`src/rtl/flashbr_pkg.sv`:
```
package flashbr_pkg;

   typedef enum logic [1:0] {
      FR_IDLE   = 2'd0,
      FR_SELECT = 2'd1,
      FR_LOAD   = 2'd2
   } frame_st_e;

   localparam int SEL_W = 3;

   localparam logic [SEL_W-1:0] SEL_DATA = 3'b000;
   localparam logic [SEL_W-1:0] SEL_ALO  = 3'b001;
   localparam logic [SEL_W-1:0] SEL_CTRL = 3'b111;

   localparam int CW_W   = 4;
   localparam int CW_RD  = 0;
   localparam int CW_WR  = 1;
   localparam int CW_CS  = 2;
   localparam int CW_DRV = 3;

   localparam logic [CW_W-1:0] CW_IDLE = 4'b1111;

   function automatic int max_of3(input int a, input int b, input int c);
      int m;
      m = (a > b) ? a : b;
      return (m > c) ? m : c;
   endfunction

endpackage

```
`src/rtl/flashbr_sync.sv`:
```
module flashbr_sync #(
   parameter int               W       = 3,
   parameter int               STAGES  = 2,
   parameter logic [W-1:0]     RST_VAL = '0
) (
   input  logic         clk,
   input  logic         rst_n,
   input  logic [W-1:0] d,
   output logic [W-1:0] q
);

   logic [STAGES-1:0][W-1:0] stg;

   always_ff @(posedge clk or negedge rst_n) begin
      if (!rst_n) begin
         stg <= {STAGES{RST_VAL}};
      end else begin
         stg <= {stg[STAGES-2:0], d};
      end
   end

   assign q = stg[STAGES-1];

endmodule

```
`src/rtl/flashbr_field.sv`:
```
module flashbr_field #(
   parameter int           W       = 4,
   parameter logic [W-1:0] RST_VAL = '0
) (
   input  logic         clk,
   input  logic         rst_n,
   input  logic         clr,
   input  logic         ld,
   input  logic [W-1:0] ld_val,
   input  logic         shift,
   input  logic         din,
   output logic [W-1:0] q
);

   always_ff @(posedge clk or negedge rst_n) begin
      if (!rst_n) begin
         q <= RST_VAL;
      end else if (clr) begin
         q <= RST_VAL;
      end else if (ld) begin
         q <= ld_val;
      end else if (shift) begin
         q <= {din, q[W-1:1]};
      end
   end

endmodule

```
`src/rtl/flashbr_frame.sv`:
```
module flashbr_frame
   import flashbr_pkg::*;
#(
   parameter int IDX_W = 4
) (
   input  logic             clk,
   input  logic             rst_n,
   input  logic             park,
   input  logic             clk_rise,
   input  logic             ctrl_fall,
   input  logic             ctrl_rise,
   input  logic             din,
   output logic [SEL_W-1:0] sel,
   output logic [IDX_W-1:0] idx,
   output logic             shift_go,
   output logic             apply_go,
   output logic             in_load
);

   frame_st_e        st;
   logic [2:0]       cnt;
   logic [SEL_W-1:0] sel_sh;

   always_comb begin
      apply_go = (st == FR_SELECT) && ctrl_rise && (cnt == 3'd0) && !park;
      shift_go = (st == FR_LOAD) && clk_rise && !ctrl_fall && !park;
      in_load  = (st == FR_LOAD);
   end

   always_ff @(posedge clk or negedge rst_n) begin
      if (!rst_n) begin
         st     <= FR_IDLE;
         cnt    <= '0;
         sel_sh <= '0;
         sel    <= '0;
         idx    <= '0;
      end else if (park) begin
         st  <= FR_IDLE;
         cnt <= '0;
      end else if (ctrl_fall) begin
         st     <= FR_SELECT;
         cnt    <= '0;
         sel_sh <= '0;
      end else begin
         case (st)
            FR_SELECT: begin
               if (ctrl_rise) begin
                  if (cnt == 3'd3) begin
                     sel <= sel_sh;
                     idx <= '0;
                     st  <= FR_LOAD;
                  end else begin
                     st  <= FR_IDLE;
                  end
               end else if (clk_rise && (cnt != 3'd4)) begin
                  if (cnt < 3'd3) begin
                     sel_sh[cnt[1:0]] <= din;
                  end
                  cnt <= cnt + 3'd1;
               end
            end
            FR_LOAD: begin
               if (clk_rise && (idx != '1)) begin
                  idx <= idx + 1'b1;
               end
            end
            default: ;
         endcase
      end
   end

endmodule

```
`src/rtl/flash_serial_bridge.sv`:
```
module flash_serial_bridge
   import flashbr_pkg::*;
#(
   parameter int ADDR_W      = 18,
   parameter int DATA_W      = 8,
   parameter int LO_W        = 4,
   parameter int MID_W       = 4,
   parameter int SYNC_STAGES = 2
) (
   input  logic              clk,
   input  logic              rst_n,
   input  logic              park,
   input  logic              ser_clk,
   input  logic              ser_din,
   input  logic              ser_ctrl_n,
   output logic              ser_dout,
   output logic [ADDR_W-1:0] addr_o,
   output logic              addr_oe,
   output logic [DATA_W-1:0] data_o,
   input  logic [DATA_W-1:0] data_i,
   output logic              data_oe,
   output logic              ce_n_o,
   output logic              we_n_o,
   output logic              oe_n_o,
   output logic              pins_oe
);

   localparam int HI_W  = ADDR_W - LO_W - MID_W;
   localparam int MAX_W = max_of3(DATA_W, HI_W, max_of3(LO_W, MID_W, CW_W));
   localparam int IDX_W = $clog2(MAX_W + 1);

   // configuration checks
   if (HI_W < 2 || LO_W < 2 || MID_W < 2 || DATA_W < 2) begin : g_bad_width
      $error("flash_serial_bridge: every register field needs at least 2 bits");
   end
   if (SYNC_STAGES < 2) begin : g_bad_sync
      $error("flash_serial_bridge: SYNC_STAGES must be 2 or more");
   end

   // input synchronisation and edge detection
   logic [2:0] ser_s;
   logic       sclk_s, sctl_s, sdin_s;
   logic       sclk_d, sctl_d;
   logic       clk_rise, ctrl_fall, ctrl_rise;

   flashbr_sync #(
      .W       (3),
      .STAGES  (SYNC_STAGES),
      .RST_VAL (3'b010)
   ) u_sync (
      .clk   (clk),
      .rst_n (rst_n),
      .d     ({ser_din, ser_ctrl_n, ser_clk}),
      .q     (ser_s)
   );

   assign sclk_s = ser_s[0];
   assign sctl_s = ser_s[1];
   assign sdin_s = ser_s[2];

   always_ff @(posedge clk or negedge rst_n) begin
      if (!rst_n) begin
         sclk_d <= 1'b0;
         sctl_d <= 1'b1;
      end else begin
         sclk_d <= sclk_s;
         sctl_d <= sctl_s;
      end
   end

   assign clk_rise  =  sclk_s & ~sclk_d;
   assign ctrl_fall = ~sctl_s &  sctl_d;
   assign ctrl_rise =  sctl_s & ~sctl_d;

   // frame sequencing
   logic [SEL_W-1:0] sel;
   logic [IDX_W-1:0] idx;
   logic             shift_go, apply_go, in_load;

   flashbr_frame #(
      .IDX_W (IDX_W)
   ) u_frame (
      .clk       (clk),
      .rst_n     (rst_n),
      .park      (park),
      .clk_rise  (clk_rise),
      .ctrl_fall (ctrl_fall),
      .ctrl_rise (ctrl_rise),
      .din       (sdin_s),
      .sel       (sel),
      .idx       (idx),
      .shift_go  (shift_go),
      .apply_go  (apply_go),
      .in_load   (in_load)
   );

   // width of the selected field; zero for unused codes
   logic [IDX_W-1:0] fw;
   always_comb begin
      case (sel)
         3'b000:  fw = IDX_W'(DATA_W);
         3'b001:  fw = IDX_W'(LO_W);
         3'b010:  fw = IDX_W'(MID_W);
         3'b011:  fw = IDX_W'(HI_W);
         3'b111:  fw = IDX_W'(CW_W);
         default: fw = '0;
      endcase
   end

   logic shift_ok;
   assign shift_ok = shift_go && (idx < fw);

   // address fragments
   logic [ADDR_W-1:0] addr_q;

   for (genvar g = 0; g < 3; g++) begin : g_frag
      localparam int FW  = (g == 0) ? LO_W : (g == 1) ? MID_W : HI_W;
      localparam int OFF = (g == 0) ? 0    : (g == 1) ? LO_W  : LO_W + MID_W;
      localparam logic [SEL_W-1:0] CODE = SEL_ALO + SEL_W'(g);

      logic [FW-1:0] frag_q;

      flashbr_field #(
         .W       (FW),
         .RST_VAL ('0)
      ) u_frag (
         .clk    (clk),
         .rst_n  (rst_n),
         .clr    (1'b0),
         .ld     (1'b0),
         .ld_val ('0),
         .shift  (shift_ok && (sel == CODE)),
         .din    (sdin_s),
         .q      (frag_q)
      );

      assign addr_q[OFF +: FW] = frag_q;
   end

   // control word and applied pins
   logic [CW_W-1:0] ctl_q;
   logic [CW_W-1:0] pins_q;

   flashbr_field #(
      .W       (CW_W),
      .RST_VAL (CW_IDLE)
   ) u_ctl (
      .clk    (clk),
      .rst_n  (rst_n),
      .clr    (park),
      .ld     (1'b0),
      .ld_val ('0),
      .shift  (shift_ok && (sel == SEL_CTRL)),
      .din    (sdin_s),
      .q      (ctl_q)
   );

   always_ff @(posedge clk or negedge rst_n) begin
      if (!rst_n) begin
         pins_q <= CW_IDLE;
      end else if (park) begin
         pins_q <= CW_IDLE;
      end else if (apply_go) begin
         pins_q <= ctl_q;
      end
   end

   // data register: read capture and serial read-out
   logic              data_shift;
   logic              data_cap;
   logic [DATA_W-1:0] data_q;
   logic              dout_q;

   assign data_shift = shift_ok && (sel == SEL_DATA);
   assign data_cap   = apply_go && !pins_q[CW_RD] && ctl_q[CW_RD];

   flashbr_field #(
      .W       (DATA_W),
      .RST_VAL ('0)
   ) u_data (
      .clk    (clk),
      .rst_n  (rst_n),
      .clr    (1'b0),
      .ld     (data_cap),
      .ld_val (data_i),
      .shift  (data_shift),
      .din    (sdin_s),
      .q      (data_q)
   );

   always_ff @(posedge clk or negedge rst_n) begin
      if (!rst_n) begin
         dout_q <= 1'b0;
      end else if (data_shift) begin
         dout_q <= data_q[0];
      end
   end

   // outputs
   assign ser_dout = dout_q;
   assign addr_o   = addr_q;
   assign addr_oe  = !park;
   assign pins_oe  = !park;
   assign data_o   = data_q;
   assign data_oe  = !park && !pins_q[CW_DRV];
   assign ce_n_o   = pins_q[CW_CS];
   assign we_n_o   = pins_q[CW_WR];
   assign oe_n_o   = pins_q[CW_RD];

endmodule

```
`config.mk`:
```
export PLATFORM = sky130hd
export DESIGN_NAME = flash_serial_bridge
export DESIGN_NICKNAME = d
export VERILOG_FILES = /design/src/rtl/flashbr_pkg.sv /design/src/rtl/flashbr_sync.sv /design/src/rtl/flashbr_field.sv /design/src/rtl/flashbr_frame.sv /design/src/rtl/flash_serial_bridge.sv
export SDC_FILE = /design/constraint.sdc
export NUM_CORES = 1
export LEC_CHECK = 0
export ABC_AREA = 1
export BUFFER_PORTS_ARGS = -buffer_cell sky130_fd_sc_hd__buf_2
export CORE_MARGIN = 2
export CORE_UTILIZATION = 45
export CTS_BUF_LIST = sky130_fd_sc_hd__clkbuf_8 sky130_fd_sc_hd__clkbuf_16
export DETAILED_ROUTE_END_ITERATION = 8
export PLACE_DENSITY_LB_ADDON = 0.2
export SLEW_MARGIN = 0
export SYNTH_ARGS = -nofsm -noshare
export SYNTH_HDL_FRONTEND = slang
export SYNTH_SLANG_ARGS = --single-unit
```
`constraint.sdc`:
```
create_clock -name clk -period 4.9 [get_ports clk]
set_input_delay 1.47 -clock clk [delete_from_list [all_inputs] [get_ports clk]]
set_output_delay 1.47 -clock clk [all_outputs]
set_load 0.01 [all_outputs]
```
* Yosys cells after proc, flatten, opt, wreduce, memory -nomap -nowiden
Cells that the tools add are included.
** Storage, ports and cells
- Bits of input ports :: 14
- Output and inout port bits :: 33
- Logic and storage cells :: 113
- Register bits after elaboration :: 58
** Operators by class
- Reductions and logical operators :: 40
- Bitwise operators :: 8
- Order comparisons :: 4
- Equal/unequal tests :: 14
- $add $sub $neg :: 2
- Multiplexer cells :: 29
** Operators by type and width (number)
- 3-bit 2-to-1 mux :: 10
- 4-bit 2-to-1 mux :: 7
- 1-bit logical AND :: 18
- 8-bit 2-to-1 mux :: 2
- 2-bit nonzero test :: 7
- 4-bit one-hot mux with 3 select lines :: 1
- 2-bit 2-to-1 mux :: 5
- 5-bit AND reduction :: 2
- 3-bit by 2-bit == test with 1-bit output, second input constant :: 3
- 3-bit nonzero test :: 3
- 4-bit one-hot mux with 2 select lines :: 1
- 3-bit logical NOT :: 2
- 2-bit by 1-bit != test with 1-bit output, second input constant :: 3
- 6-bit AND reduction :: 1
- 1-bit inverter :: 5
- 4-bit by 1-bit adder with 4-bit output, second input constant :: 1
- 1-bit logical NOT :: 4
- 4-bit less-than comparator :: 1
- 4-bit != test, second input constant :: 1
- 3-bit by 1-bit adder with 3-bit output, second input constant :: 1
- 1-bit bitwise AND :: 3
- 3-bit bitwise mux :: 1
- 3-bit by 1-bit == test with 1-bit output, second input constant :: 1
- 3-bit == test, second input constant :: 1
- 13 further kinds :: 13

* Depth between registers and ports, before layout
- Depth in word-level cells :: 10
- Depth in mapped cells :: 15

* Cells and area by module
A second synthesis with hierarchy kept.
** Unflattened totals
- Cell total of the unflattened synthesis :: 417
- Area total of the unflattened synthesis :: 3246.9 µm²
** Modules (own cells, without submodules)
- flashbr_frame :: cells each 119, area an instance 920.9 µm², sequential area each 375.4 µm², instances 1
- flashbr_field (g_frag[2].u_frag) :: cells each 76, area an instance 540.5 µm², sequential area each 250.2 µm², instances 1
- flash_serial_bridge :: cells each 66, area an instance 483.0 µm², sequential area each 181.4 µm², instances 1
- flashbr_field (g_frag[0].u_frag ...) :: cells each 32, area an instance 234.0 µm², sequential area each 100.1 µm², instances 2
- flashbr_field (u_data) :: cells each 61, area an instance 449.2 µm², sequential area each 200.2 µm², instances 1
- flashbr_field (u_ctl) :: cells each 22, area an instance 210.2 µm², sequential area each 105.1 µm², instances 1
- flashbr_sync :: cells each 9, area an instance 175.2 µm², sequential area each 152.6 µm², instances 1

* Least setup slack after synthesis
OpenSTA, ideal clock, no wires.
- Path type :: input to output
- From :: input park
- To :: output pins_oe
- Arrival time :: 1.856 ns
- Path buffers :: 2
- Cell stages on the path :: 3
- Setup slack :: 1.574 ns
- Cell sequence :: buf_4 inv_4 buf_4
** Between the ends
- Word-level cells in the longest chain between the ends :: 1
** RTL lines
- start: declaration :: RTL line flash_serial_bridge.sv:12 : input logic park,
- 1-bit logical NOT
- end: declaration :: RTL line flash_serial_bridge.sv:25 : output logic pins_oe
Every way passes these cells.

* Worst setup path in the final report
- From :: input park
- To :: output addr_oe
** Between the ends
- Word-level cells in the longest chain between the ends :: 1
** RTL lines
- 1-bit logical NOT :: RTL line flash_serial_bridge.sv:202 : assign addr_oe = !park;
- end: declaration :: RTL line flash_serial_bridge.sv:18 : output logic addr_oe,
Every way passes these cells.

==> results.toml <==
[outcome]
status = "finished, final reports clean"

[power_and_ir_drop]
p_per_area_nw_per_um2 = 305
ir_worst_vdd_mv = 0.301
power_mw = 1.04
p_leak_nw = 1.91

[placed_design]
place_congestion = 0.798
place_area_um2 = 3190
port_buffers = 46
dp_hpwl_um = 4400
dpl_worst_slack_ns = 1.51

[job]
maxCapViolations = 0

[global_route]
grt_pass1_wl_um = 10700
grt.overflow.total = 0
grt_start_max_net_pins = 36
grt_pass1_vias = 2297
grt_usage_pct = 18.9
antenna_found_initial = 0

[floorplanning]
die_area_um2 = 7170
start_util_pct = 46.4
die-width_um = 84.7
die_y_um = 84.7
row_count = 29
ios = 47
core_um2 = 6310

[routing]
drc_errors = 0
wire_per_inst_um = 12.7
routed_via_density = 4.89
routed.top_layer = "met4"
wl_met2_um = 2900
routed_wl_um = 6140
m1WireLength_um = 2900
met3_length_um = 229
final_antenna_net_count = 0
dr.pass1.iters = 5
drt_iter0_drc = 107
dr_total_vias = 2365

[timing]
fin_setup_tns_ns = 0
finalHoldViolCount = 0
slew_headroom_pct = 48.7
rsz0062_at_grt = "no"
tightest_slew_ns = 0.769
report.final.slew_viol_count = 0
timing.final.ws_setup_ns = 1.50
period_minus_slack_ns = 3.40
skew_ns = 0.00907
fmax_ghz = 0.295
setup_viol = 0
min_period_over_period_pct = 69.3

[yosys]
synthTopCellsByArea = "dfrtp_1, nand2_1, dfstp_2"
seq_area_frac_synth_pct = 50.0
synth_area_um2 = 2930
synth-seq-cells = 58
syn_avg_cell_area_um2 = 8.32
synthArstFlopShare_pct = 100
synth_fp_nets = 376
synth_ff_type = "dfrtp_1"
yosys_warnings = 0
ys_types = 29
synth_largest_area_cell = "dfrtp_1"
synth_edf_count = 0
synth_top_area_share_pct = 40.2
syn_inst = 352

[setup_path]
critPathCaptureType = "output pin"
r2r_cells = 11
timing.rr.start = "u_frame.sel[2]"
cp_max_fo = 9
ff2ff_setup_slack_ns = 2.53
arrival_ns = 1.93
cp_data_required_time_ns = 3.43
worstSetupStartpointType = "input port"
r2r_end = "g_frag[1].u_frag.q[0]"
crit_type = "input port to output pin"

[clock_tree]
clkTransAtPathRegs_ns = 0.06
cts_tree = "built"
cts_hold_buf = 0
cts.sinks = 58
insertion_delay_ns = 0.34
cts_made_buffers = 9
ctsResizeCount = 0
h-tree-depth = 3
post-cts-setup-buffers = 0
cts_root_buffer = "clkbuf_8"
clockBufferDepth = 2

[layout]
fin_util_pct = 54.0
areaGrowthSynthToFinish_pct = 16.5
fin_area_um2 = 3410
fill_cells = 625
fin_nets = 426
layout-drive-gt1-share_pct = 23.3
antenna_cells = 0

[min_path]
hold_path_class = "register to register"
min_path_cells = 0
min_to = "u_sync.q[0]"
min_from = "u_sync.stg[0]"
## registers in the layout (all words and copies together) (netlist names), 2 cells and up
name and cells:
g_frag.u_frag.q 18, pins_q 4, u_ctl.q 4, u_data.q 8, u_frame.cnt 3, u_frame.idx 4
u_frame.sel 3, u_frame.sel_sh 3, u_frame.st 2, u_sync.q 3, u_sync.stg 3
## area by class of cell
type,count,area [um^2],share of cell area (%)
Clock buffer,10,138,4.04
Clock inverter,6,81.3,2.39
Inverter,45,174,5.10
Multi-Input combinational cell,241,1220,35.7
Sequential cell,58,1470,43.0
Tap cell,77,96.3,2.83
Timing Repair Buffer,47,238,6.97
## cells in the mapped netlist, types with 2 or more instances
library cell,count
dfstp_2,11
a211oi_1,2
dfrtp_1,47
nor2_2,2
o21ai_0,20
ha_1,10
inv_4,2
nor2_1,17
nand3_2,4
nor2_4,5
inv_2,4
buf_6,4
nand2_1,117
o21ai_1,2
nor3_1,6
nand4_1,6
inv_1,39
nand3_1,37
nand2_4,3
buf_4,3
a21oi_1,3
## placed cells by master, fill, tap and decap left out, types with 2 or more instances in the layout
master and n:
nand2_1 117, dfrtp_1 47, buf_2 46, inv_1 40
nand3_1 37, o21ai_0 20, nor2_1 17, dfstp_2 11
ha_1 10, clkbuf_8 10, nor3_1 6, nand4_1 6
nor2_4 5, inv_2 4, nand3_2 4, nand2_4 3
a21oi_1 3, inv_4 2, nor2_2 2, o21ai_1 2
a211oi_1 2, bufinv_16 2, clkinv_2 2
## power by group
part / internal, mW / total, mW / switching, mW
combinational: 0.0167 / 0.0535 / 0.0368
clock: 0.296 / 0.488 / 0.192
sequential: 0.491 / 0.499 / 0.00779
total: 0.805 / 1.04 / 0.236
## critical path, stage by stage
cell and delay (ns):
buf_2 0.20, inv_4 0.10, buf_2 0.15
## worst max path at each step
stage | start | slack (ns) | cells after the start | endpoint
global placement | park | 1.52 | 3 | addr_oe
floorplan | park | 1.57 | 3 | pins_oe
detailed placement | park | 1.51 | 3 | addr_oe
CTS | park | 1.51 | 3 | addr_oe
global route | park | 1.47 | 3 | addr_oe
finish | park | 1.50 | 3 | addr_oe
## routing by layer
layer | vias up | track usage [%]
met5 | - | 0
met4 | 0 | 8.08
met3 | 11 | 3.44
met2 | 50 | 30.3
met1 | 1087 | 25.3
li1 | 1217 | -
## kinds of logic after synthesis
| logic type | after synthesis | share of synthesized area (%) |
|---|---|---|
| AOI/OAI and AO/OA | 29 | 5.30 |
| xor gates and xnor gates | 1 | 0.299 |
| adders and majority gates | 10 | 4.27 |
| buffers and inverters | 53 | 8.38 |
| DFF | 58 | 50.0 |
| and+or+nand+nor | 201 | 31.7 |
## through the flow
step	hold WS [ns]	instances
3_3_place_gp	0.336	468
4_1_cts	0.355	484
2_1_floorplan	0.331	352
5_1_grt	0.365	484
3_5_place_dp	0.339	468
6_report	0.351	484
Power figures use the tool's default switching activity.
